===== config.mk =====
export PLATFORM = sky130hd
export DESIGN_NAME = serial_rx_lockout
export DESIGN_NICKNAME = d
export VERILOG_FILES = /design/src/rtl/serial_rx_pkg.sv /design/src/rtl/serial_rx_ctrl.sv /design/src/rtl/serial_rx_dpath.sv /design/src/rtl/serial_rx_lockout.sv
export SDC_FILE = /design/constraint.sdc
export NUM_CORES = 1
export LEC_CHECK = 0
export ABC_AREA = 1
export BUFFER_PORTS_ARGS = -buffer_cell sky130_fd_sc_hd__buf_2
export CORE_ASPECT_RATIO = 0.6
export CORE_MARGIN = 5
export CORE_UTILIZATION = 55
export DETAILED_ROUTE_END_ITERATION = 6
export GPL_TIMING_DRIVEN = 0
export PLACE_DENSITY_LB_ADDON = 0.25
export RECOVER_POWER = 100
export SLEW_MARGIN = 20
export SYNTH_ARGS = -nofsm -noshare
export SYNTH_HDL_FRONTEND = slang
export SYNTH_HIERARCHICAL = 1
export SYNTH_SLANG_ARGS = --single-unit

===== constraint.sdc =====
create_clock -name clk -period 1.75 [get_ports clk]
set_input_delay 0.4375 -clock clk [delete_from_list [all_inputs] [get_ports clk]]
set_output_delay 0.4375 -clock clk [all_outputs]
set_load 0.02 [all_outputs]

===== src/rtl/serial_rx_pkg.sv =====
package serial_rx_pkg;
  localparam int DATA_W    = 8;
  localparam int REG_W     = 8;
  localparam int NUM_FLAGS = 4;

  localparam int FLG_FULL = 0;
  localparam int FLG_OVR  = 1;
  localparam int FLG_PAR  = 2;
  localparam int FLG_FRM  = 3;

  localparam int CTL_EN  = 0;
  localparam int CTL_PAR = 1;
  localparam int CTL_ODD = 2;
  localparam int CTL_IE  = 3;

  localparam logic [1:0] ADDR_CTRL = 2'd0;
  localparam logic [1:0] ADDR_STAT = 2'd1;
  localparam logic [1:0] ADDR_DATA = 2'd2;

  typedef enum logic [2:0] {
    ST_IDLE,
    ST_START,
    ST_DATA,
    ST_PAR,
    ST_STOP
  } rxStateT;

  typedef struct packed {
    logic shiftEn;
    logic parityEn;
    logic frameDone;
    logic sampleVal;
  } rxStrobeT;
endpackage


===== src/rtl/serial_rx_ctrl.sv =====
module serial_rx_ctrl
  import serial_rx_pkg::*;
#(
  parameter int OVERSAMPLE = 16,
  parameter int TICK_DIV   = 2
) (
  input  logic     clk,
  input  logic     rst_n,
  input  logic     rxPin,
  input  logic     rxEnable,
  input  logic     parityEnable,
  input  logic     errAny,
  output rxStrobeT strobes,
  output logic     rxLevel
);
  localparam int CNT_W  = $clog2(OVERSAMPLE);
  localparam int BIT_W  = $clog2(DATA_W);
  localparam int TICK_W = (TICK_DIV > 1) ? $clog2(TICK_DIV) : 1;
  localparam logic [CNT_W-1:0]  MID_CNT    = CNT_W'(OVERSAMPLE / 2 - 1);
  localparam logic [CNT_W-1:0]  MID_NEXT   = CNT_W'(OVERSAMPLE / 2);
  localparam logic [CNT_W-1:0]  DECIDE_CNT = CNT_W'(OVERSAMPLE / 2 + 1);
  localparam logic [CNT_W-1:0]  LAST_CNT   = CNT_W'(OVERSAMPLE - 1);
  localparam logic [BIT_W-1:0]  LAST_BIT   = BIT_W'(DATA_W - 1);
  localparam logic [TICK_W-1:0] TICK_LAST  = TICK_W'(TICK_DIV - 1);

  logic              rxMeta, rxSync;
  logic [TICK_W-1:0] tickCnt;
  logic              tick;
  rxStateT           state;
  logic [CNT_W-1:0]  smpCnt, smpNext;
  logic [BIT_W-1:0]  bitCnt;
  logic              vote0, vote1, voteVal, decide;

  assign tick    = (tickCnt == TICK_LAST);
  assign smpNext = (smpCnt == LAST_CNT) ? '0 : smpCnt + 1'b1;
  assign voteVal = (vote0 & vote1) | (vote0 & rxSync) | (vote1 & rxSync);
  assign decide  = tick && rxEnable && (smpCnt == DECIDE_CNT);
  assign rxLevel = rxSync;

  always_comb begin
    strobes.shiftEn   = decide && (state == ST_DATA);
    strobes.parityEn  = decide && (state == ST_PAR);
    strobes.frameDone = decide && (state == ST_STOP);
    strobes.sampleVal = voteVal;
  end

  always_ff @(posedge clk or negedge rst_n) begin
    if (!rst_n) begin
      rxMeta  <= 1'b1;
      rxSync  <= 1'b1;
      tickCnt <= '0;
      state   <= ST_IDLE;
      smpCnt  <= '0;
      bitCnt  <= '0;
      vote0   <= 1'b1;
      vote1   <= 1'b1;
    end else begin
      rxMeta  <= rxPin;
      rxSync  <= rxMeta;
      tickCnt <= tick ? '0 : tickCnt + 1'b1;
      if (!rxEnable) begin
        state  <= ST_IDLE;
        smpCnt <= '0;
      end else if (tick) begin
        if (smpCnt == MID_CNT)  vote0 <= rxSync;
        if (smpCnt == MID_NEXT) vote1 <= rxSync;
        case (state)
          ST_IDLE: begin
            smpCnt <= '0;
            if (!errAny && !rxSync) state <= ST_START;
          end
          ST_START: begin
            if (smpCnt == MID_CNT && rxSync) begin
              state  <= ST_IDLE;
              smpCnt <= '0;
            end else begin
              smpCnt <= smpNext;
              if (smpCnt == LAST_CNT) begin
                state  <= ST_DATA;
                bitCnt <= '0;
              end
            end
          end
          ST_DATA: begin
            smpCnt <= smpNext;
            if (smpCnt == LAST_CNT) begin
              bitCnt <= bitCnt + 1'b1;
              if (bitCnt == LAST_BIT) state <= parityEnable ? ST_PAR : ST_STOP;
            end
          end
          ST_PAR: begin
            smpCnt <= smpNext;
            if (smpCnt == LAST_CNT) state <= ST_STOP;
          end
          ST_STOP: begin
            if (smpCnt == DECIDE_CNT) begin
              state  <= ST_IDLE;
              smpCnt <= '0;
            end else begin
              smpCnt <= smpNext;
            end
          end
          default: state <= ST_IDLE;
        endcase
      end
    end
  end
endmodule


===== src/rtl/serial_rx_dpath.sv =====
module serial_rx_dpath
  import serial_rx_pkg::*;
(
  input  logic                 clk,
  input  logic                 rst_n,
  input  rxStrobeT             strobes,
  input  logic                 rxLevel,
  input  logic [1:0]           regAddr,
  input  logic                 regWrEn,
  input  logic [REG_W-1:0]     regWrData,
  input  logic                 regRdEn,
  input  logic                 rdByDma,
  output logic [REG_W-1:0]     regRdData,
  output logic [NUM_FLAGS-1:0] flagBits,
  output logic                 rxEnable,
  output logic                 parityEnable,
  output logic                 rxIrqEnable
);
  logic [REG_W-1:0]     ctrlReg;
  logic [DATA_W-1:0]    shiftReg, rxData;
  logic                 parityBit, parityBad;
  logic [NUM_FLAGS-1:0] flags, flagsNext, armed, armedNext;
  logic                 wrCtrl, wrStatus, rdStatus, dmaTake;

  assign wrCtrl       = regWrEn && (regAddr == ADDR_CTRL);
  assign wrStatus     = regWrEn && (regAddr == ADDR_STAT);
  assign rdStatus     = regRdEn && (regAddr == ADDR_STAT);
  assign dmaTake      = regRdEn && rdByDma && (regAddr == ADDR_DATA);
  assign rxEnable     = ctrlReg[CTL_EN];
  assign parityEnable = ctrlReg[CTL_PAR];
  assign rxIrqEnable  = ctrlReg[CTL_IE];
  assign parityBad    = parityEnable && (parityBit != ((^shiftReg) ^ ctrlReg[CTL_ODD]));
  assign flagBits     = flags;

  always_comb begin
    flagsNext = flags;
    armedNext = armed;
    if (rdStatus) armedNext = armed | flags;
    if (wrStatus) begin
      for (int i = 0; i < NUM_FLAGS; i++) begin
        if (!regWrData[i] && armed[i]) begin
          flagsNext[i] = 1'b0;
          armedNext[i] = 1'b0;
        end
      end
    end
    if (dmaTake) flagsNext[FLG_FULL] = 1'b0;
    if (strobes.frameDone) begin
      if (flags[FLG_FULL]) begin
        flagsNext[FLG_OVR] = 1'b1;
      end else begin
        flagsNext[FLG_FULL] = 1'b1;
        if (parityBad)          flagsNext[FLG_PAR] = 1'b1;
        if (!strobes.sampleVal) flagsNext[FLG_FRM] = 1'b1;
      end
    end
    armedNext = armedNext & flagsNext;
  end

  always_ff @(posedge clk or negedge rst_n) begin
    if (!rst_n) begin
      ctrlReg   <= '0;
      shiftReg  <= '0;
      rxData    <= '0;
      parityBit <= 1'b0;
      flags     <= '0;
      armed     <= '0;
    end else begin
      if (wrCtrl) ctrlReg <= regWrData;
      if (strobes.shiftEn) shiftReg <= {strobes.sampleVal, shiftReg[DATA_W-1:1]};
      if (strobes.parityEn) parityBit <= strobes.sampleVal;
      if (strobes.frameDone && !flags[FLG_FULL]) rxData <= shiftReg;
      flags <= flagsNext;
      armed <= armedNext;
    end
  end

  always_comb begin
    case (regAddr)
      ADDR_CTRL: regRdData = ctrlReg;
      ADDR_STAT: regRdData = {{(REG_W - NUM_FLAGS - 1){1'b0}}, rxLevel, flags};
      ADDR_DATA: regRdData = rxData;
      default:   regRdData = '0;
    endcase
  end
endmodule


===== src/rtl/serial_rx_lockout.sv =====
module serial_rx_lockout
  import serial_rx_pkg::*;
#(
  parameter int OVERSAMPLE = 16,
  parameter int TICK_DIV   = 2
) (
  input  logic             clk,
  input  logic             rst_n,
  input  logic             rxPin,
  input  logic [1:0]       regAddr,
  input  logic             regWrEn,
  input  logic [REG_W-1:0] regWrData,
  input  logic             regRdEn,
  input  logic             rdByDma,
  output logic [REG_W-1:0] regRdData,
  output logic             rxReqIrq,
  output logic             errIrq
);
  rxStrobeT             ctlStrobes;
  logic                 rxLevel, rxEnable, parityEnable, rxIrqEnable, errAny;
  logic [NUM_FLAGS-1:0] flagBits;

  assign errAny   = flagBits[FLG_OVR] | flagBits[FLG_PAR] | flagBits[FLG_FRM];
  assign errIrq   = errAny;
  assign rxReqIrq = flagBits[FLG_FULL] & rxIrqEnable;

  serial_rx_ctrl #(
    .OVERSAMPLE(OVERSAMPLE),
    .TICK_DIV  (TICK_DIV)
  ) u_ctrl (
    .clk         (clk),
    .rst_n       (rst_n),
    .rxPin       (rxPin),
    .rxEnable    (rxEnable),
    .parityEnable(parityEnable),
    .errAny      (errAny),
    .strobes     (ctlStrobes),
    .rxLevel     (rxLevel)
  );

  serial_rx_dpath u_dpath (
    .clk         (clk),
    .rst_n       (rst_n),
    .strobes     (ctlStrobes),
    .rxLevel     (rxLevel),
    .regAddr     (regAddr),
    .regWrEn     (regWrEn),
    .regWrData   (regWrData),
    .regRdEn     (regRdEn),
    .rdByDma     (rdByDma),
    .regRdData   (regRdData),
    .flagBits    (flagBits),
    .rxEnable    (rxEnable),
    .parityEnable(parityEnable),
    .rxIrqEnable (rxIrqEnable)
  );
endmodule


Word-level counts from Yosys, hierarchy flattened
Cells that the tools add are included.
- bits in registers: 48
- input bits: 16
- word-level logic and storage cells: 127
- output and inout bits: 10
- muxes and demuxes: 41
- equality and inequality tests: 23
- add/sub/neg operators: 3
- bitwise logic cells: 11
- reductions and logical operators: 35
- operator list (kind ; number):
    two-way mux 3 bit ; 13
    two-way mux 4 bit ; 9
    one-hot mux 8 bit (3 select lines) ; 1
    logical AND 1 bit ; 18
    one-hot mux 4 bit (4 select lines) ; 1
    != test 3 bit (second input constant) ; 5
    one-hot mux 3 bit (5 select lines) ; 1
    two-way mux 1 bit ; 14
    equality test 4 bit (second input constant) ; 3
    XOR reduction 8 bit ; 1
    logical NOT 1 bit ; 7
    AND reduction 7 bit ; 1
    equality test 3 x 2 -> 1 bit (second input constant) ; 2
    equality test 3 bit (second input constant) ; 2
    one-hot mux 3 bit (2 select lines) ; 1
    AND reduction 3 bit ; 2
    AND reduction 6 bit ; 1
    != test 5 bit (second input constant) ; 1
    adder 4 x 1 -> 4 bit (second input constant) ; 1
    AND 1 bit ; 4
    AND 4 bit ; 1
    equality test 4 x 3 -> 1 bit (second input constant) ; 1
    != test 2 x 1 -> 1 bit (second input constant) ; 2
    != test 2 bit (second input constant) ; 2
    other kinds (16) ; 19

Longest topological paths before layout
- depth in word-level cells: 8
- mapped depth: 11
- depth with buffers taken out: 10

Hierarchy
Netlist, hierarchy kept.
- modules (own cells, without submodules) (module ; area each (sq um) ; times used ; sequential area each (sq um) ; cells each):
    serial_rx_dpath ; 1610.3 ; 1 ; 825.8 ; 189
    serial_rx_ctrl ; 964.7 ; 1 ; 380.4 ; 134
    serial_rx_lockout ; 18.8 ; 1 ; 0.0 ; 5

Least setup slack after synthesis
Ideal clock, no wire load.
- kind: flip-flop to flip-flop
- from: register u_dpath.ctrlReg[0]
- to: register u_dpath.armed[3]
- arrival time: 1.510 ns
- buffers on the path: 1
- library setup time: 0.094 ns
- data required time: 1.656 ns
- path slack: 0.146 ns
- cell stages (with the launch flop): 11
- path through: dfrtp_1 buf_2 nand2_1 inv_1 nand4_1 nor2_1 inv_1 nor2_1 inv_2 or2_1 a211oi_1
- RTL lines (what ; RTL line ; RTL):
    start, declared ; serial_rx_dpath.sv:19 ; logic [REG_W-1:0] ctrlReg;
    start signal, assigned ; serial_rx_dpath.sv:69 ; if (wrCtrl) ctrlReg <= regWrData;
    end signal, assigned ; serial_rx_dpath.sv:74 ; armed <= armedNext;
    end, declared ; serial_rx_dpath.sv:22 ; logic [NUM_FLAGS-1:0] flags, flagsNext, armed, armedNext;

==> flow_summary.toml <==
[layout]
seq_area_um2 = 1210
fill_cells = 398
fin_util = 0.667
syn_to_final_growth_pct = 17.5
diodes = 0
layout.cells.most_common = "nand2_1"
fin_cells = 438
final_layout_size_suffix_gt1_frac = 0.251
multiInputGateArea_um2 = 1210
fin_nets = 395
layout_common_cells = "nand2_1, dfrtp_1, inv_1"

[critical_path]
setup.worst_path.start_class = "flip-flop"
r2r_cells = 9
crit_fanout = 6
crit_arrival_ns = 2.04
criticalPathCategory = "reg2reg"
crit_path_end_kind = "flip-flop"
required_ns = 1.97

[sta]
period_share = 1.04
fin_crit_ns = 1.82
max_slew_margin = 0.209
finalClockSkew_ns = 0.0109
timing.final.ws_setup_ns = -0.0720
slew_viol_final = 0
max_freq_mhz = 549
rsz0062_at_grt = "yes"
finalHoldViolations = 0
worstMarginPinSlew_ns = 1.19
finalSetupViolCount = 2

[power_and_ir_drop]
power_density_nw_per_um2 = 920
leakage_uw = 0.00155
p_total_uw = 2800
ir_worst_vdd_uv = 485

[global_routing]
grt_pass1_vias = 2135
grtUsageTotal = 0.212
grt_max_degree = 49
overflow = 0
antenna_found_initial = 0
grt_pass1_wl_mm = 10.5

[drt]
vias = 2289
wirelength_mm = 6.27
vias_per_cell = 5.23
wl_per_cell_um = 14.3
route.detailed.drc = 0
drtAntennaViolNets = 0
drt_iter0_markers = 181
dr.pass1.iters = 5

[die]
die_height_um = 63.2
initial_core_util = 0.568
coreArea_um2 = 4560
die_area_um2 = 6230
die_w_um = 98.7
rows = 19
boundaryPins = 26

[synth]
postSynthAreaPerCell_um2 = 7.91
synth_top_family_by_area = "simple AND/OR/NAND/NOR gates"
synth-seq-area-share = 0.465
synth_adder_area_share = 0.0280
synth.distinct_cells = 37
synthXorXnorAreaFrac = 0.0101
ys_ff_latch = 48
yosysWarnings = 6
syn_inst = 328
synth.top_cell.area_share = 0.425
synthMuxAreaShare = 0.0246
synth_top_area_cell = "dfrtp_1"
synth_area_um2 = 2590
synthSimpleGateAreaFrac = 0.288
ys_top_cells_by_area = "dfrtp_1, nand2_1, inv_1"
syn_nets = 349
synth_compound_area_frac = 0.102

[status]
failed_checks = "negative setup slack"
status = "finished with violations"

[clock_network]
cts_buffer_depth = 2
h-tree-depth = 2
cts-buffers-inserted = 5
tritoncts = "built"
cts_num_sinks = 48
insertion_delay_ns = 0.31
path_clk_slew_ns = 0.10
root_buffer = "clkbuf_8"

[job]
cap_violations = 0

[place]
hpwlAfterDp_mm = 4.43
gp_congestion = 0.916
port_buffers = 25
dpl.cell_count = 416

[worst_hold_path]
hold_path.class = "in2reg"
min_delay_path_depth = 1
## power breakdown
part | switching [uW] | internal (uW)
clock network | 379 | 316
logic | 489 | 279
registers | 116 | 1220
total | 983 | 1820
## layout make-up
type	count	share of cell area
multi-input combinational	228	0.399
sequential	48	0.396
timing repair buffer	38	0.0739
inverter	48	0.0600
clock buffer	6	0.0271
tap	63	0.0259
buffer	5	0.0148
clock inverter	2	0.00329
## routing by layer
metal,vias to the layer above,track usage,wire [um]
li1,1147,-,-
met1,1056,0.329,3190
met2,82,0.295,2620
met3,4,0.0485,415
met4,0,0.0545,53
met5,-,0,0
## worst max-delay path, cell delays in order (launching register included)
cell      delay, ns
dfrtp_1        0.40
inv_2          0.07
ha_1           0.17
nand4_1        0.19
nor2_2         0.17
inv_1          0.05
nor2_1         0.12
inv_2          0.08
or2_4          0.24
a211oi_2       0.24
## registers in the layout, indices dropped and copies added (netlist names), 3 cells and up
register / flops
u_dpath/armed: 4
u_ctrl/bitCnt: 3
u_dpath/rxData: 8
u_ctrl/state: 3
u_dpath/flagBits: 4
u_dpath/ctrlReg: 8
u_dpath/shiftReg: 8
u_ctrl/smpCnt: 4
## cells by family after synthesis
kind of cell | after synthesis
simple gates | 165
buf+inv | 53
compound gates | 48
flops | 48
fa+ha+maj | 6
mux | 5
xor+xnor | 3
## Yosys cell counts
cell and n:
a221oi_1 1, o21ai_1 10, o211ai_1 2, nand2_1 98
nand3_1 23, xor2_1 1, buf_6 1, or2_1 1
mux2_4 2, and3b_1 1, buf_4 1, clkbuf_1 2
nor2_1 14, nand2_2 9, inv_4 1, maj3_1 1
a21oi_1 11, buf_2 1, nand3b_1 1, inv_1 39
a211oi_1 1, dfrtp_1 44, nand3_2 2, nor2_2 4
ha_1 5, xnor2_1 2, o21ai_0 19, mux2_2 1
or2_0 1, a22o_1 3, nor3_1 3, dfstp_2 4
nand4_1 5, mux2_1 2, o21bai_1 1, nor2_4 3
inv_2 8
## stage by stage
step	TNS (ns)	worst slack (ns)	area [um2]	hold slack [ns]
after floorplan	0	0.146	2590	0.142
after global placement	-2.74	-0.223	2800	0.346
after detailed placement	-3.14	-0.239	2800	0.351
after CTS	0	0.0143	2950	0.220
after global routing	-0.587	-0.167	3050	0.207
final	-0.0858	-0.0720	3050	0.225
## path summary, 6_finish.rpt
path	slack [ns]	startpoint	endpoint
worst max-delay path	-0.07	u_ctrl/smpCnt[1]	u_dpath/armed[3]
worst min-delay path	0.23	rxPin	u_ctrl/rxMeta
worst max register to register	-0.07	u_ctrl/smpCnt[1]	u_dpath/armed[3]
worst min register to register	0.36	u_ctrl/rxMeta	u_ctrl/rxLevel
max in group asynchronous	0.60	rst_n	u_ctrl/state[2]
min in group asynchronous	0.37	rst_n	u_ctrl/smpCnt[3]
## repair_timing
item	4_1_cts	5_1_grt
endpoints found under the setup margin	23	22
resized for setup	12	14
hold buffers	0	0
buffers inserted	5	8
cloned	0	1
pin swaps	2	7
Note: power is estimated with default switching activity, not from simulation.
